`src/rtl/txsym_pkg.sv`:
```
package txsym_pkg;
   localparam int BYTE_W = 8;
   localparam logic [BYTE_W-1:0] CRC_POLY = 8'h07;

   typedef enum logic [1:0] {
      SRC_OFF = 2'd0,
      SRC_REG = 2'd1,
      SRC_PIN = 2'd2,
      SRC_BUF = 2'd3
   } src_t;

   typedef enum logic [2:0] {
      SEG_PRE  = 3'd0,
      SEG_PAY  = 3'd1,
      SEG_CRC  = 3'd2,
      SEG_STOP = 3'd3,
      SEG_END  = 3'd4
   } seg_t;
endpackage

```
`src/rtl/txsym_crc8.sv`:
```
module txsym_crc8
   import txsym_pkg::*;
#(
   parameter logic [BYTE_W-1:0] POLY = CRC_POLY
) (
   input  logic              clk,
   input  logic              rst_n,
   input  logic              clr,
   input  logic              step,
   input  logic              bit_in,
   output logic [BYTE_W-1:0] crc
);
   logic [BYTE_W-1:0] crc_q, crc_nx;
   logic              fb;

   assign fb = crc_q[BYTE_W-1] ^ bit_in;

   // one LFSR stage per bit; taps follow the polynomial parameter
   for (genvar i = 0; i < BYTE_W; i++) begin : g_tap
      if (i == 0) begin : g_lsb
         assign crc_nx[i] = POLY[i] & fb;
      end else begin : g_mid
         assign crc_nx[i] = crc_q[i-1] ^ (POLY[i] & fb);
      end
   end

   always_ff @(posedge clk or negedge rst_n) begin
      if (!rst_n)     crc_q <= '0;
      else if (clr)   crc_q <= '0;
      else if (step)  crc_q <= crc_nx;
   end

   assign crc = crc_q;
endmodule

```
`src/rtl/txsym_framer.sv`:
```
module txsym_framer
   import txsym_pkg::*;
#(
   parameter int PRE_CNT_W = 4,
   parameter int PAY_CNT_W = 7,
   parameter int STOP_MAX  = 6,
   localparam int SL_W  = $clog2(STOP_MAX + 1),
   localparam int CNT_W = (PRE_CNT_W > PAY_CNT_W) ? PRE_CNT_W : PAY_CNT_W
) (
   input  logic                 clk,
   input  logic                 rst_n,
   input  logic                 sym_tick,
   input  logic                 go,
   input  logic                 cfg_manch,
   input  logic                 cfg_crc_en,
   input  logic [PRE_CNT_W-1:0] cfg_pre_bytes,
   input  logic [PAY_CNT_W-1:0] cfg_pay_bytes,
   input  logic [SL_W-1:0]      cfg_stop_len,
   input  logic [STOP_MAX-1:0]  cfg_stop_pat,
   input  logic                 sup_empty,
   input  logic [BYTE_W-1:0]    sup_data,
   output logic                 sup_rd,
   input  logic                 dat_empty,
   input  logic [BYTE_W-1:0]    dat_data,
   output logic                 dat_rd,
   output logic                 busy,
   output logic                 act,
   output logic                 sym,
   output logic                 done,
   output logic                 underrun
);
   seg_t              seg_q, nxt_seg;
   logic              run_q, act_q, sym_q, done_q, unr_q;
   logic [BYTE_W-1:0] byt_q, new_byte, cur;
   logic [2:0]        bi_q;
   logic [CNT_W-1:0]  left_q;
   logic [SL_W-1:0]   stop_q;
   logic              half_q, hold_q, fin_q;
   logic              bit_seg, coded, second, need, empty_hit, take, seg_done, emit;
   logic              crc_step;
   logic [BYTE_W-1:0] crc_val;

   assign bit_seg   = (seg_q == SEG_PRE) || (seg_q == SEG_PAY) || (seg_q == SEG_CRC);
   assign coded     = cfg_manch && ((seg_q == SEG_PAY) || (seg_q == SEG_CRC));
   assign second    = coded && half_q;
   assign need      = bit_seg && !second && (bi_q == 3'd0);
   assign empty_hit = sym_tick && run_q && need &&
                      (((seg_q == SEG_PRE) && sup_empty) || ((seg_q == SEG_PAY) && dat_empty));
   assign take      = sym_tick && run_q && bit_seg && !second && !empty_hit;

   always_comb begin
      case (seg_q)
         SEG_PRE: new_byte = sup_data;
         SEG_PAY: new_byte = dat_data;
         default: new_byte = crc_val;
      endcase
   end
   assign cur = need ? new_byte : byt_q;

   assign sup_rd   = take && need && (seg_q == SEG_PRE);
   assign dat_rd   = take && need && (seg_q == SEG_PAY);
   assign crc_step = take && (seg_q == SEG_PAY);

   assign seg_done = (take && !coded && (bi_q == 3'd7) && (left_q == CNT_W'(1))) ||
                     (sym_tick && run_q && second && fin_q);

   always_comb begin
      case (seg_q)
         SEG_PRE: nxt_seg = SEG_PAY;
         SEG_PAY: nxt_seg = cfg_crc_en ? SEG_CRC :
                            ((cfg_stop_len != '0) ? SEG_STOP : SEG_END);
         default: nxt_seg = (cfg_stop_len != '0) ? SEG_STOP : SEG_END;
      endcase
   end

   always_comb begin
      if (seg_q == SEG_STOP) emit = cfg_stop_pat[stop_q];
      else if (second)       emit = ~hold_q;
      else                   emit = cur[BYTE_W-1];
   end

   txsym_crc8 #(.POLY(CRC_POLY)) i_crc (
      .clk(clk), .rst_n(rst_n), .clr(go), .step(crc_step),
      .bit_in(cur[BYTE_W-1]), .crc(crc_val)
   );

   always_ff @(posedge clk or negedge rst_n) begin
      if (!rst_n) begin
         seg_q <= SEG_PRE; run_q <= 1'b0; act_q <= 1'b0; sym_q <= 1'b0;
         done_q <= 1'b0; unr_q <= 1'b0; byt_q <= '0; bi_q <= '0;
         left_q <= '0; stop_q <= '0; half_q <= 1'b0; hold_q <= 1'b0; fin_q <= 1'b0;
      end else begin
         done_q <= 1'b0;
         if (go) begin
            run_q  <= 1'b1; act_q <= 1'b0; sym_q <= 1'b0; unr_q <= 1'b0;
            bi_q   <= '0;   half_q <= 1'b0; fin_q <= 1'b0;
            if (cfg_pre_bytes != '0) begin
               seg_q <= SEG_PRE; left_q <= CNT_W'(cfg_pre_bytes);
            end else begin
               seg_q <= SEG_PAY; left_q <= CNT_W'(cfg_pay_bytes);
            end
         end else if (sym_tick && run_q) begin
            if (empty_hit) begin
               run_q <= 1'b0; act_q <= 1'b0; sym_q <= 1'b0; unr_q <= 1'b1;
            end else if (seg_q == SEG_END) begin
               run_q <= 1'b0; act_q <= 1'b0; sym_q <= 1'b0; done_q <= 1'b1;
            end else begin
               act_q <= 1'b1;
               sym_q <= emit;
               if (seg_q == SEG_STOP) begin
                  if (stop_q == '0) seg_q  <= SEG_END;
                  else              stop_q <= stop_q - 1'b1;
               end else begin
                  if (take) begin
                     byt_q <= {cur[BYTE_W-2:0], 1'b0};
                     bi_q  <= bi_q + 3'd1;
                     if (bi_q == 3'd7) left_q <= left_q - 1'b1;
                     if (coded) begin
                        half_q <= 1'b1;
                        hold_q <= cur[BYTE_W-1];
                        if ((bi_q == 3'd7) && (left_q == CNT_W'(1))) fin_q <= 1'b1;
                     end
                  end else begin
                     half_q <= 1'b0;
                  end
                  if (seg_done) begin
                     seg_q  <= nxt_seg;
                     fin_q  <= 1'b0;
                     left_q <= (nxt_seg == SEG_PAY) ? CNT_W'(cfg_pay_bytes) : CNT_W'(1);
                     stop_q <= cfg_stop_len - 1'b1;
                  end
               end
            end
         end
      end
   end

   assign busy     = run_q;
   assign act      = act_q;
   assign sym      = sym_q;
   assign done     = done_q;
   assign underrun = unr_q;

   // FIFO pops only happen on a symbol tick of a running frame
   assert_rd_on_tick_R4: assert property (@(posedge clk) disable iff (!rst_n)
      (sup_rd || dat_rd) |-> (sym_tick && run_q));

   // second half of a coded bit is always the complement of the first
   assert_manch_pair_R5: assert property (@(posedge clk) disable iff (!rst_n)
      (sym_tick && run_q && second && !go) |=> (sym_q != $past(sym_q)));

   assert_done_pulse_R8: assert property (@(posedge clk) disable iff (!rst_n)
      done_q |=> !done_q);

   assert_unr_no_done_R9: assert property (@(posedge clk) disable iff (!rst_n)
      $rose(unr_q) |-> (!done_q && !run_q));
endmodule

```
`src/rtl/txsym_map.sv`:
```
module txsym_map
   import txsym_pkg::*;
#(
   parameter int FREQ_W = 24
) (
   input  logic              clk,
   input  logic              rst_n,
   input  logic [1:0]        cfg_src,
   input  logic              cfg_reg_bit,
   input  logic              tx_pin,
   input  logic              cfg_fsk,
   input  logic [FREQ_W-1:0] cfg_freq0,
   input  logic [FREQ_W-1:0] cfg_freq1,
   input  logic              buf_act,
   input  logic              buf_sym,
   output logic              tx_sym,
   output logic              pa_en,
   output logic [FREQ_W-1:0] freq_word
);
   src_t src;
   logic active, raw;

   assign src = src_t'(cfg_src);

   always_comb begin
      case (src)
         SRC_REG: begin active = 1'b1;    raw = cfg_reg_bit; end
         SRC_PIN: begin active = 1'b1;    raw = tx_pin;      end
         SRC_BUF: begin active = buf_act; raw = buf_sym;     end
         default: begin active = 1'b0;    raw = 1'b0;        end
      endcase
   end

   assign tx_sym    = active & raw;
   assign pa_en     = active & (cfg_fsk | raw);
   assign freq_word = (cfg_fsk & tx_sym) ? cfg_freq1 : cfg_freq0;

   assert_ask_freq_R2: assert property (@(posedge clk) disable iff (!rst_n)
      !cfg_fsk |-> (freq_word == cfg_freq0));

   assert_fsk_pa_R3: assert property (@(posedge clk) disable iff (!rst_n)
      (cfg_fsk && (src == SRC_REG || src == SRC_PIN)) |-> pa_en);
endmodule

```
`src/rtl/txsym_modctl.sv`:
```
module txsym_modctl
   import txsym_pkg::*;
#(
   parameter int FREQ_W    = 24,
   parameter int PRE_CNT_W = 4,
   parameter int PAY_CNT_W = 7,
   parameter int STOP_MAX  = 6,
   localparam int SL_W = $clog2(STOP_MAX + 1)
) (
   input  logic                 clk,
   input  logic                 rst_n,
   input  logic                 sym_tick,
   input  logic                 start,
   input  logic [1:0]           cfg_src,
   input  logic                 cfg_reg_bit,
   input  logic                 tx_pin,
   input  logic                 cfg_fsk,
   input  logic                 cfg_manch,
   input  logic                 cfg_crc_en,
   input  logic [PRE_CNT_W-1:0] cfg_pre_bytes,
   input  logic [PAY_CNT_W-1:0] cfg_pay_bytes,
   input  logic [SL_W-1:0]      cfg_stop_len,
   input  logic [STOP_MAX-1:0]  cfg_stop_pat,
   input  logic [FREQ_W-1:0]    cfg_freq0,
   input  logic [FREQ_W-1:0]    cfg_freq1,
   input  logic                 sup_empty,
   input  logic [7:0]           sup_data,
   output logic                 sup_rd,
   input  logic                 dat_empty,
   input  logic [7:0]           dat_data,
   output logic                 dat_rd,
   output logic                 tx_sym,
   output logic                 pa_en,
   output logic [FREQ_W-1:0]    freq_word,
   output logic                 busy,
   output logic                 done,
   output logic                 underrun
);
   if (FREQ_W < 1)                    begin : g_bad_freq $error("FREQ_W must be positive"); end
   if (STOP_MAX < 2 || STOP_MAX > 7)  begin : g_bad_stop $error("STOP_MAX must be 2..7"); end
   if (PRE_CNT_W < 1 || PAY_CNT_W < 1) begin : g_bad_cnt $error("counter widths must be positive"); end

   logic go, buf_act, buf_sym;

   assign go = start && !busy && (src_t'(cfg_src) == SRC_BUF);

   txsym_framer #(
      .PRE_CNT_W(PRE_CNT_W), .PAY_CNT_W(PAY_CNT_W), .STOP_MAX(STOP_MAX)
   ) i_framer (
      .clk(clk), .rst_n(rst_n), .sym_tick(sym_tick), .go(go),
      .cfg_manch(cfg_manch), .cfg_crc_en(cfg_crc_en),
      .cfg_pre_bytes(cfg_pre_bytes), .cfg_pay_bytes(cfg_pay_bytes),
      .cfg_stop_len(cfg_stop_len), .cfg_stop_pat(cfg_stop_pat),
      .sup_empty(sup_empty), .sup_data(sup_data), .sup_rd(sup_rd),
      .dat_empty(dat_empty), .dat_data(dat_data), .dat_rd(dat_rd),
      .busy(busy), .act(buf_act), .sym(buf_sym), .done(done), .underrun(underrun)
   );

   txsym_map #(.FREQ_W(FREQ_W)) i_map (
      .clk(clk), .rst_n(rst_n), .cfg_src(cfg_src), .cfg_reg_bit(cfg_reg_bit),
      .tx_pin(tx_pin), .cfg_fsk(cfg_fsk), .cfg_freq0(cfg_freq0), .cfg_freq1(cfg_freq1),
      .buf_act(buf_act), .buf_sym(buf_sym),
      .tx_sym(tx_sym), .pa_en(pa_en), .freq_word(freq_word)
   );

   // framer completion and mapper amplifier gate agree
   assert_done_pa_off_R8: assert property (@(posedge clk) disable iff (!rst_n)
      (done && src_t'(cfg_src) == SRC_BUF) |-> !pa_en);

   assert_start_busy_R10: assert property (@(posedge clk) disable iff (!rst_n)
      (start && src_t'(cfg_src) != SRC_BUF && !busy) |=> !busy);
endmodule

```
`config.mk`:
```
export PLATFORM = sky130hd
export DESIGN_NAME = txsym_modctl
export DESIGN_NICKNAME = d
export VERILOG_FILES = /design/src/rtl/txsym_pkg.sv /design/src/rtl/txsym_crc8.sv /design/src/rtl/txsym_framer.sv /design/src/rtl/txsym_map.sv /design/src/rtl/txsym_modctl.sv
export SDC_FILE = /design/constraint.sdc
export NUM_CORES = 1
export LEC_CHECK = 0
export ABC_AREA = 1
export BUFFER_PORTS_ARGS = -buffer_cell sky130_fd_sc_hd__buf_2
export CORE_ASPECT_RATIO = 1.5
export CORE_UTILIZATION = 50
export CTS_CLUSTER_SIZE = 30
export DETAILED_ROUTE_END_ITERATION = 10
export MAX_ROUTING_LAYER = met4
export PLACE_DENSITY = 0.87
export SLEW_MARGIN = 20
export SYNTH_ARGS = -nofsm -noshare
export SYNTH_HDL_FRONTEND = slang
export SYNTH_HIERARCHICAL = 1
export SYNTH_SLANG_ARGS = --single-unit
```
`constraint.sdc`:
```
create_clock -name clk -period 2.23 [get_ports clk]
set_input_delay 0.1115 -clock clk [delete_from_list [all_inputs] [get_ports clk]]
set_output_delay 0.1115 -clock clk [all_outputs]
set_load 0.02 [all_outputs]
```
# Word-level counts from Yosys, hierarchy flattened
# Index checks and enable logic that the tools add are counted.
[word_totals]
reg_bits = 39
inputBits = 97
out_inout_bits = 31
word_cells = 183
[classes]
add_sub_neg = 4
n_lt_le_gt_ge = 1
n_eq_ne = 16
n_mux = 76
bitwise = 12
n_reduce_logical = 60
[op_table]
columns = ["cell", "n"]
rows = [
  ["7-bit 2-to-1 mux", 10],
  ["3-bit 2-to-1 mux", 18],
  ["1-bit 2-to-1 mux", 39],
  ["1-bit logical AND", 24],
  ["24-bit 2-to-1 mux", 1],
  ["8-bit 2-to-1 mux", 3],
  ["3-bit nonzero test", 7],
  ["6-bit AND reduction", 3],
  ["8-bit one-hot mux with 2 select lines", 1],
  ["5-bit AND reduction", 3],
  ["7-bit AND reduction", 2],
  ["2-bit nonzero test", 5],
  ["3-bit logical NOT", 3],
  ["2-bit inequality test, second input constant", 4],
  ["7-bit by 1-bit equality test with 1-bit output, second input constant", 1],
  ["7-bit by 1-bit subtractor with 7-bit output, second input constant", 1],
  ["3-bit by 1-bit equality test with 1-bit output, second input constant", 2],
  ["3-bit by 2-bit equality test with 1-bit output, second input constant", 2],
  ["3-bit equality test, second input constant", 2],
  ["3-bit one-hot mux with 2 select lines", 1],
  ["3-bit by 1-bit subtractor with 3-bit output, second input constant", 2],
  ["1-bit logical OR", 5],
  ["1-bit NOT", 5],
  ["2-bit equality test, second input constant", 2],
  ["other kinds (15)", 23],
]

# Longest topological paths before layout
# Gate-level depths: netlist (run 1).
[logic_depth]
depth_word = 21
mapped_depth = 14
ltp_nobuf = 14

# Cells and area by module
# Netlist (run 1), hierarchy kept.
[by_module_without_submodules]
columns = ["mod", "instances", "cells_per_inst", "area_each_um2", "seq_area_each_um2"]
rows = [
  ["txsym_framer", 1, 337, 2401.1, 775.7],
  ["txsym_map", 1, 97, 524.3, 0.0],
  ["txsym_crc8", 1, 42, 364.1, 200.2],
  ["txsym_modctl", 1, 4, 17.5, 0.0],
]

# Worst setup path before layout (run 1)
# Ideal clock, no wire load.
[synth_timing]
path_kind = "reg-to-reg"
from = "reg i_framer.run_q (netlist: i_framer/busy)"
to = "reg i_framer.seg_q[0]"
arrival_ns = 1.735
required_time_ns = 2.165
path_slack_ns = 0.429
stages_incl_launch_ff = 9
path_cell_list = "dfrtp_1 -> inv_1 -> nand2_1 -> nor2_2 -> clkinv_1 -> nor3_1 -> o21bai_1 -> nand4_1 -> nand2_1"
[synth_lines]
columns = ["item", "line", "text"]
rows = [
  ["start, declared", "txsym_framer.sv:33", "logic run_q, act_q, sym_q, done_q, unr_q;"],
  ["start signal, assigned", "txsym_framer.sv:89", "seg_q <= SEG_PRE; run_q <= 1'b0; act_q <= 1'b0; sym_q <= 1'b0;"],
  ["start signal, assigned", "txsym_framer.sv:95", "run_q <= 1'b1; act_q <= 1'b0; sym_q <= 1'b0; unr_q <= 1'b0;"],
  ["start signal, assigned", "txsym_framer.sv:104", "run_q <= 1'b0; act_q <= 1'b0; sym_q <= 1'b0; unr_q <= 1'b1;"],
  ["1-bit logical NOT *", "txsym_modctl.sv:45", "assign go = start && !busy && (src_t'(cfg_src) == SRC_BUF);"],
  ["1-bit logical AND * (2 in a row)", "txsym_modctl.sv:45", ""],
  ["via go", "txsym_modctl.sv:43", "logic go, buf_act, buf_sym;"],
  ["3-bit inequality test (no line) (tied with other cells)", "-", ""],
  ["5-bit AND reduction (no line)", "-", ""],
  ["end signal, assigned", "txsym_framer.sv:127", "seg_q <= nxt_seg;"],
  ["end, declared", "txsym_framer.sv:32", "seg_t seg_q, nxt_seg;"],
]
# The timed path passes the listed nets; every way through them passes the cells marked *.
# A chain may end at the register's enable or synchronous reset.

# Worst setup path in the final report (run 1)
[layout_timing]
from = "reg i_framer.seg_q[1]"
to = "reg i_framer.i_crc.crc_q[2] (netlist: i_framer/i_crc/crc[2])"
[layout_lines]
columns = ["item", "line", "text"]
rows = [
  ["3-bit by 1-bit equality test with 1-bit output / 3-bit by 2-bit equality test with 1-bit output (equally long branches)", "txsym_framer.sv:43, txsym_framer.sv:44, txsym_framer.sv:52", ""],
  ["1-bit logical OR", "txsym_framer.sv:44", "assign coded = cfg_manch && ((seg_q == SEG_PAY) || (seg_q == SEG_CRC));"],
  ["1-bit logical AND", "txsym_framer.sv:44", ""],
  ["1-bit logical AND", "txsym_framer.sv:45", "assign second = coded && half_q;"],
  ["1-bit logical NOT", "txsym_framer.sv:46", "assign need = bit_seg && !second && (bi_q == 3'd0);"],
  ["1-bit logical AND (2 in a row)", "txsym_framer.sv:46", ""],
  ["8-bit 2-to-1 mux *", "txsym_framer.sv:58", "assign cur = need ? new_byte : byt_q;"],
  ["via i_framer.cur[7]", "txsym_framer.sv:34", "logic [BYTE_W-1:0] byt_q, new_byte, cur;"],
  ["1-bit XOR *", "txsym_crc8.sv:16", "assign fb = crc_q[BYTE_W-1] ^ bit_in;"],
  ["1-bit XOR *", "txsym_crc8.sv:23", "assign crc_nx[i] = crc_q[i-1] ^ (POLY[i] & fb);"],
  ["8-bit 2-to-1 mux *", "txsym_crc8.sv:30", "else if (step) crc_q <= crc_nx;"],
  ["8-bit 2-to-1 mux *", "txsym_crc8.sv:29", "else if (clr) crc_q <= '0;"],
  ["end signal, assigned", "txsym_crc8.sv:30", ""],
  ["end, declared", "txsym_crc8.sv:13", "logic [BYTE_W-1:0] crc_q, crc_nx;"],
]
# The timed path passes the listed nets; every way through them passes the cells marked *. The select of a mux whose other input is x is not followed.

==> results.cfg, run 1 <==
[worst_setup_path]
crit_required_ns = 2.43
cp-startpoint = i_framer/seg_q[1]$_DFFE_PN0P_
worstSetupEndpoint = i_framer/i_crc/crc[2]$_DFFE_PN0P_
r2r-end = i_framer/i_crc/crc[2]$_DFFE_PN0P_
worst_setup_path_start_kind = flip-flop
worstReg2RegStart = i_framer/seg_q[1]$_DFFE_PN0P_
endpoint_kind = flip-flop
worstPathArrival_ns = 2.26
r2r_cells = 13
crit_type = flip-flop to flip-flop
critPathMaxFanout = 6
r2r_slack_ns = 0.18

[cts]
insertion_delay_ns = 0.31
root_buffer = clkbuf_8
cts_buffers = 5
ctsHtreeMaxLevel = 2
clock-sinks = 39
cts_tree = done
path_clk_slew_ns = 0.09
cts-resized-gates = 0
clockBufferDepth = 2

[floorplan]
core_area_mm2 = 0.006262
die_h_um = 101.6
num_rows = 35
io-pin-count = 128
initial_core_util_pct = 52.81
dieArea_mm2 = 0.006950
die_w_um = 68.40

[run]
max_cap_viol_count = 0

[power]
combPwrFrac_pct = 59.1
swShare_pct = 49.17
pwr-share-clk_pct = 13.1
internal_power_uw = 2361
power_leakage_uw = 0.002274
switchingPower_uw = 2283
p_per_area_mw_per_mm2 = 1124
pwr-share-seq_pct = 27.8
ir_drop_v = 0.0006288
power_uw = 4644

[timing]
fin_crit_ns = 2.052
slew_viol_final = 0
final_hold_viol_count = 0
finalSetupViolCount = 0
max_freq_ghz = 0.4874
clock_skew_ns = 0.01178
fin_ws_ns = 0.1782
totalNegativeSetupSlack_ns = 0
period_share_pct = 92.01
rsz0062_at_grt = false
worst_pin_slew_ns = 0.8760
hold_ws_ns = 0.07855
slew_headroom_pct = 41.60

[synthesis]
synth_ff_type = dfrtp_1
yosys_warnings = 6
ys_seq_area_share_pct = 29.51
synth_fp_nets = 587
synth_edf_count = 0
yosys.area.top_type = dfrtp_1
synth.distinct_cells = 45
ys_seq_elements = 39
synth_area_mm2 = 0.003307
syn_area_per_cell_um2 = 6.889
synthesis.instances = 480
ys_top_cells_by_area = dfrtp_1, nand2_1, nand4_1
yosysTopAreaCellShare_pct = 29.51
netlist_top_cells_count = nand2_1, inv_1, dfrtp_1, nand4_1, nand3_1
async_reset_ff_share_pct = 100.0
synthMostInstantiatedCell = nand2_1

[grt]
track_usage_pct = 27.96
grt_overflow = 0
grt_max_degree = 40
first_global_vias = 3236
antenna_found_initial = 0
grt_pass1_wl_mm = 14.08

[status]
status = finished, final reports clean

[placement]
place_ws_ns = 0.2158
gp_congestion = 0.9081
io_buffers = 127
dp_hpwl_mm = 7.383

[drt]
wl_per_cell_um = 13.46
dr_total_vias = 3687
drt-vias-per-instance = 5.390
ant_nets = 0
first_pass_iters = 4
drtIter0Drc = 146
drc = 0
drt-total-wl_mm = 9.204

[finish]
syn_to_final_growth_pct = 24.90
fin_nets = 716
fill_cells = 546
num_antenna_cells = 0
drive_gt1_share_pct = 31.31

[worst_hold_path]
min_path_cells = 3
hp-class = input pin to flip-flop
==> registers in the layout, summed over array words and instances (netlist names) <==
register / cells
i_framer/left_q: 7
i_framer/sym: 1
i_framer/busy: 1
i_framer/bi_q: 3
i_framer/seg_q: 3
i_framer/done: 1
i_framer/half_q: 1
i_framer/act: 1
i_framer/byt_q: 7
i_framer/hold_q: 1
i_framer/i_crc/crc: 8
i_framer/fin_q: 1
i_framer/underrun: 1
i_framer/stop_q: 3
==> critical path: stages, from the launching register on <==
cell and delay, ns:
dfrtp_1 0.46, nor2_4 0.22, nand2_4 0.10, nand2_2 0.12, nand3_4 0.10, nand2_1 0.15, nor2_2 0.07, nand2_1 0.09
o21a_1 0.21, inv_1 0.08, nand2_1 0.11, nand3_1 0.10, nand3_1 0.09, nand2_1 0.05
==> layout make-up <==
cell class / count / area, um2 / share of cell area [%]
timing repair buffer: 137 / 713.2 / 17.27
sequential: 39 / 975.9 / 23.63
multi-input combinational: 370 / 2019 / 48.89
tap: 74 / 92.59 / 2.242
inverter: 56 / 216.5 / 5.241
clock inverter: 3 / 43.79 / 1.060
clock buffer: 5 / 68.82 / 1.666
==> how the worst min path moves through the flow <==
stage / from / end / slack (ns)
after floorplan: rst_n / i_framer/act$_DFFE_PN0N_ / -0.18
after global placement: rst_n / i_framer/i_crc/crc[3]$_DFFE_PN0P_ / 0.27
after detailed placement: rst_n / i_framer/byt_q[4]$_DFFE_PN0P_ / 0.28
after CTS: sym_tick / i_framer/done$_DFF_PN0_ / 0.08
after global routing: sym_tick / i_framer/done$_DFF_PN0_ / 0.08
final: sym_tick / i_framer/done$_DFF_PN0_ / 0.08
==> cell families after synthesis <==
group | synth area share, %
AND/OR/NAND/NOR | 45.40
buffers and inverters | 9.421
AO/OA/AOI/OAI | 10.29
flip-flops | 29.51
adder cells (fa/ha/maj) | 3.784
XOR/XNOR | 1.589
==> timing repair <==
action / in CTS / in global routing
hold buffers: 1 / 0
setup buffers: 0 / 0
hold endpoints to repair: 39 / 0
==> power by group through the flow <==
stage,clock network (uW),registers (uW),logic [uW]
2_1_floorplan,0,1260,2080
3_3_place_gp,0,1280,2610
3_5_place_dp,0,1300,2720
4_1_cts,614,1290,2730
5_1_grt,651,1330,3090
6_report,608,1290,2740
==> per-layer routing <==
| layer | track usage [%] | part of all wire [%] |
|---|---|---|
| met5 | - | 0 |
| met4 | 9.455 | 1.5 |
| met3 | 3.041 | 9.0 |
| met2 | 52.26 | 53 |
| met1 | 29.00 | 36 |
==> through the flow <==
step | util [%] | cell area (um2) | instances
2_1_floorplan | - | 3307 | 480
3_3_place_gp | 64.00 | 4008 | 675
3_5_place_dp | 64.00 | 4008 | 675
4_1_cts | 65.95 | 4130 | 684
5_1_grt | 65.95 | 4130 | 684
6_report | 65.95 | 4130 | 684
==> cells in the final DEF, fill, tap and decap left out, types with 3 or more instances in the layout <==
cell,count
a21oi_1,6
a22oi_1,3
a31oi_1,3
buf_2,127
buf_4,9
clkbuf_8,5
dfrtp_1,39
ha_1,10
inv_1,45
inv_2,7
nand2_1,169
nand2_2,6
nand2_4,5
nand3_1,29
nand3_2,6
nand3_4,3
nand4_1,32
nor2_1,20
nor2_2,4
nor2_4,3
nor3_1,11
o21ai_0,22
o21ai_1,6
o22ai_1,5
xnor2_1,3
xor2_1,3
(Power assumes the default switching activity.)
==> run 2: changes to the inputs <==
ABC_AREA = default   (was 1)
==> results.cfg, run 2 <==
[finish]
final_common_cell = buf_2
fill_cells = 461
multi_input_area_mm2 = 0.002203
final_cell_mix = buf_2, dfrtp_1, nor2_1, buf_4, nand2_1
final-seq-area_um2 = 978.4
fin_area_mm2 = 0.004353
fin_nets = 613
syn_to_final_growth_pct = 33.09
num_antenna_cells = 0
drive_gt1_share_pct = 44.77
largest_register_ffs = 8

[power]
internal_power_uw = 2430
switchingPower_uw = 2082
power_leakage_uw = 0.002125
pwr-share-seq_pct = 27.5
pwr-share-clk_pct = 10.9
combPwrFrac_pct = 61.5
swShare_pct = 46.15
ir_drop_v = 0.0007874
p_per_area_mw_per_mm2 = 1037

[cts]
root_buffer = clkbuf_8
clockBufferDepth = 2
insertion_delay_ns = 0.30
ctsHtreeMaxLevel = 2
clock-sinks = 39
cts_buffers = 5
path_clk_slew_ns = 0.08
cts_tree = done

[worst_setup_path]
worstReg2RegStart = i_framer/bi_q[0]$_DFFE_PN0P_
worstPathArrival_ns = 2.52
worst_setup_path_start_kind = flip-flop
critPathMaxFanout = 6
cp_slowest_stage_delay_ns = 0.41
r2r_cells = 9
crit_buf_inv = 3
crit_path_cell_trace = inv_1 > ha_2 > nor4b_4 > a221o_4 > o31ai_4 > buf_6 > buf_4 > a311o_1 > nor3_1
r2r-end = i_framer/stop_q[2]$_DFFE_PN0P_
crit_slowest_cell = dfrtp_1
crit_type = flip-flop to flip-flop
cp.depth = 9
endpoint_kind = flip-flop
worstSetupEndpoint = i_framer/stop_q[2]$_DFFE_PN0P_
crit_required_ns = 2.45
critPathTopFamily = compound AO/OA/AOI/OAI gates
cp-startpoint = i_framer/bi_q[0]$_DFFE_PN0P_
r2r_slack_ns = -0.07

[synthesis]
synthMostInstantiatedCell = dfrtp_1
ys_seq_elements = 39
synth.distinct_cells = 69
synth_edf_count = 0
synth_ff_type = dfrtp_1
netlist_top_cells_count = dfrtp_1, nor2_1, nand2_1, a21oi_1
ys_seq_area_share_pct = 29.84
ys_top_cells_by_area = dfrtp_1, mux2_4, mux2i_1
yosys_warnings = 6
async_reset_ff_share_pct = 100.0
yosysTopAreaCellShare_pct = 29.84
synth_fp_nets = 465
synth_area_mm2 = 0.003271
syn_area_per_cell_um2 = 9.136
synthesis.instances = 358
yosys.area.top_type = dfrtp_1

[placement]
place_ws_ns = -0.05961
dp_hpwl_mm = 7.400
place_area_mm2 = 0.004090
io_buffers = 127
gp_congestion = 0.9771

[timing]
worst_pin_slew_ns = 0.9108
finalSetupViolCount = 6
hold_ws_ns = 0.01414
max_freq_ghz = 0.4344
clock_skew_ns = 0.006443
fin_crit_ns = 2.302
slew_headroom_pct = 39.28
slew_viol_final = 0
final_hold_viol_count = 0
rsz0062_at_grt = true
fin_ws_ns = -0.07206
period_share_pct = 103.2

[drt]
ant_nets = 0
first_pass_iters = 5
drt-vias-per-instance = 6.170
dr_total_vias = 3585
wl_per_cell_um = 17.73
drc = 0
drt-total-wl_mm = 10.30
drtIter0Drc = 273

[floorplan]
die_h_um = 101.1
num_rows = 35
core_area_mm2 = 0.006218
initial_core_util_pct = 52.60
dieArea_mm2 = 0.006875
die_w_um = 68.04
io-pin-count = 128

[grt]
grt_pass1_wl_mm = 15.71
grt_overflow = 0
grt_max_degree = 40
first_global_vias = 3437
antenna_found_initial = 0
track_usage_pct = 30.74

[status]
status = finished with violations
violations = setup timing

[run]
max_cap_viol_count = 0

[worst_hold_path]
hp-class = input pin to flip-flop
[run 2: cell count changes in the layout (fill, tap and decap cells not counted), sizes merged, moves of 5 or more]
cell   delta
a31oi     +7
nand2   -154
buf      +25
a21oi    +16
o21ai     -5
a221o     +5
mux2     +27
nand3    -33
o31ai     +5
nor3      +5
nand4    -30
nor2      +9
mux2i    +22
inv      -37
[run 2: cell families after synthesis]
logic type               Yosys count  share of synthesized area, %
AND/OR/NAND/NOR                  114                         17.83
XOR/XNOR                           6                         1.607
adder cells (fa/ha/maj)           10                         3.826
flip-flops                        39                         29.84
multiplexers                      50                         19.13
AO/OA/AOI/OAI                    100                         22.15
buffers and inverters             39                         5.623
[run 2: worst min path at each step]
stage | from | cells past startpoint | to | slack, ns
floorplan | rst_n | 0 | i_framer/act$_DFFE_PN0N_ | -0.18
global placement | rst_n | 1 | i_framer/stop_q[0]$_DFFE_PN0P_ | 0.28
detailed placement | rst_n | 1 | i_framer/stop_q[1]$_DFFE_PN0P_ | 0.29
CTS | cfg_stop_len[0] | 2 | i_framer/stop_q[0]$_DFFE_PN0P_ | 0.01
global route | cfg_stop_len[0] | 2 | i_framer/stop_q[0]$_DFFE_PN0P_ | 0.02
finish | cfg_stop_len[0] | 2 | i_framer/stop_q[0]$_DFFE_PN0P_ | 0.01
[run 2: power groups by stage]
stage / Sequential (uW) / Clock, uW / Combinational (uW)
after CTS: 1220 / 489 / 2620
final: 1240 / 493 / 2780
after detailed placement: 1230 / 0 / 2470
after floorplan: 1160 / 0 / 1800
after global placement: 1220 / 0 / 2390
after global routing: 1270 / 525 / 2980
[run 2: cell type report]
class                      count  area share, %
multi-input combinational    281          50.62
sequential                    39          22.48
timing repair buffer         162          21.36
tap                           74          2.127
clock buffer                   6          1.667
inverter                      17          1.466
clock inverter                 2         0.2874
[run 2: what timing repair did]
| item | CTS | global route |
|---|---|---|
| endpoints found under the setup margin | 7 | 22 |
| gates resized for setup | 6 | 17 |
| setup buffers | 4 | 5 |
| hold endpoints to repair | 39 | 0 |
| cloned | 1 | 0 |
| hold buffers | 1 | 0 |
| pin swaps | 2 | 5 |
[run 2: metal layers]
metal / routed length, um / track usage (%)
met5: 0 / -
met4: 503 / 17.31
met3: 837 / 4.977
met2: 5392 / 51.13
met1: 3565 / 33.69
[run 2: stage by stage]
| step | utilization [%] | cells | power (uW) | setup TNS (ns) |
|---|---|---|---|---|
| 2_1_floorplan | - | 358 | 2959 | -0.1662 |
| 3_3_place_gp | 65.77 | 562 | 3610 | 0 |
| 3_5_place_dp | 65.77 | 562 | 3696 | -0.1188 |
| 4_1_cts | 68.47 | 576 | 4333 | -0.000001332 |
| 6_report | 70.00 | 581 | 4512 | -0.1599 |
| 5_1_grt | 70.00 | 581 | 4773 | -0.9643 |
[run 2: worst register-to-register path, delay by kind of cell (launching register included)]
kind / cells / cell delay (ns)
buf+inv: 3 / 0.37
fa+ha+maj: 1 / 0.18
compound gates: 3 / 0.69
flops: 1 / 0.41
simple gates: 2 / 0.58
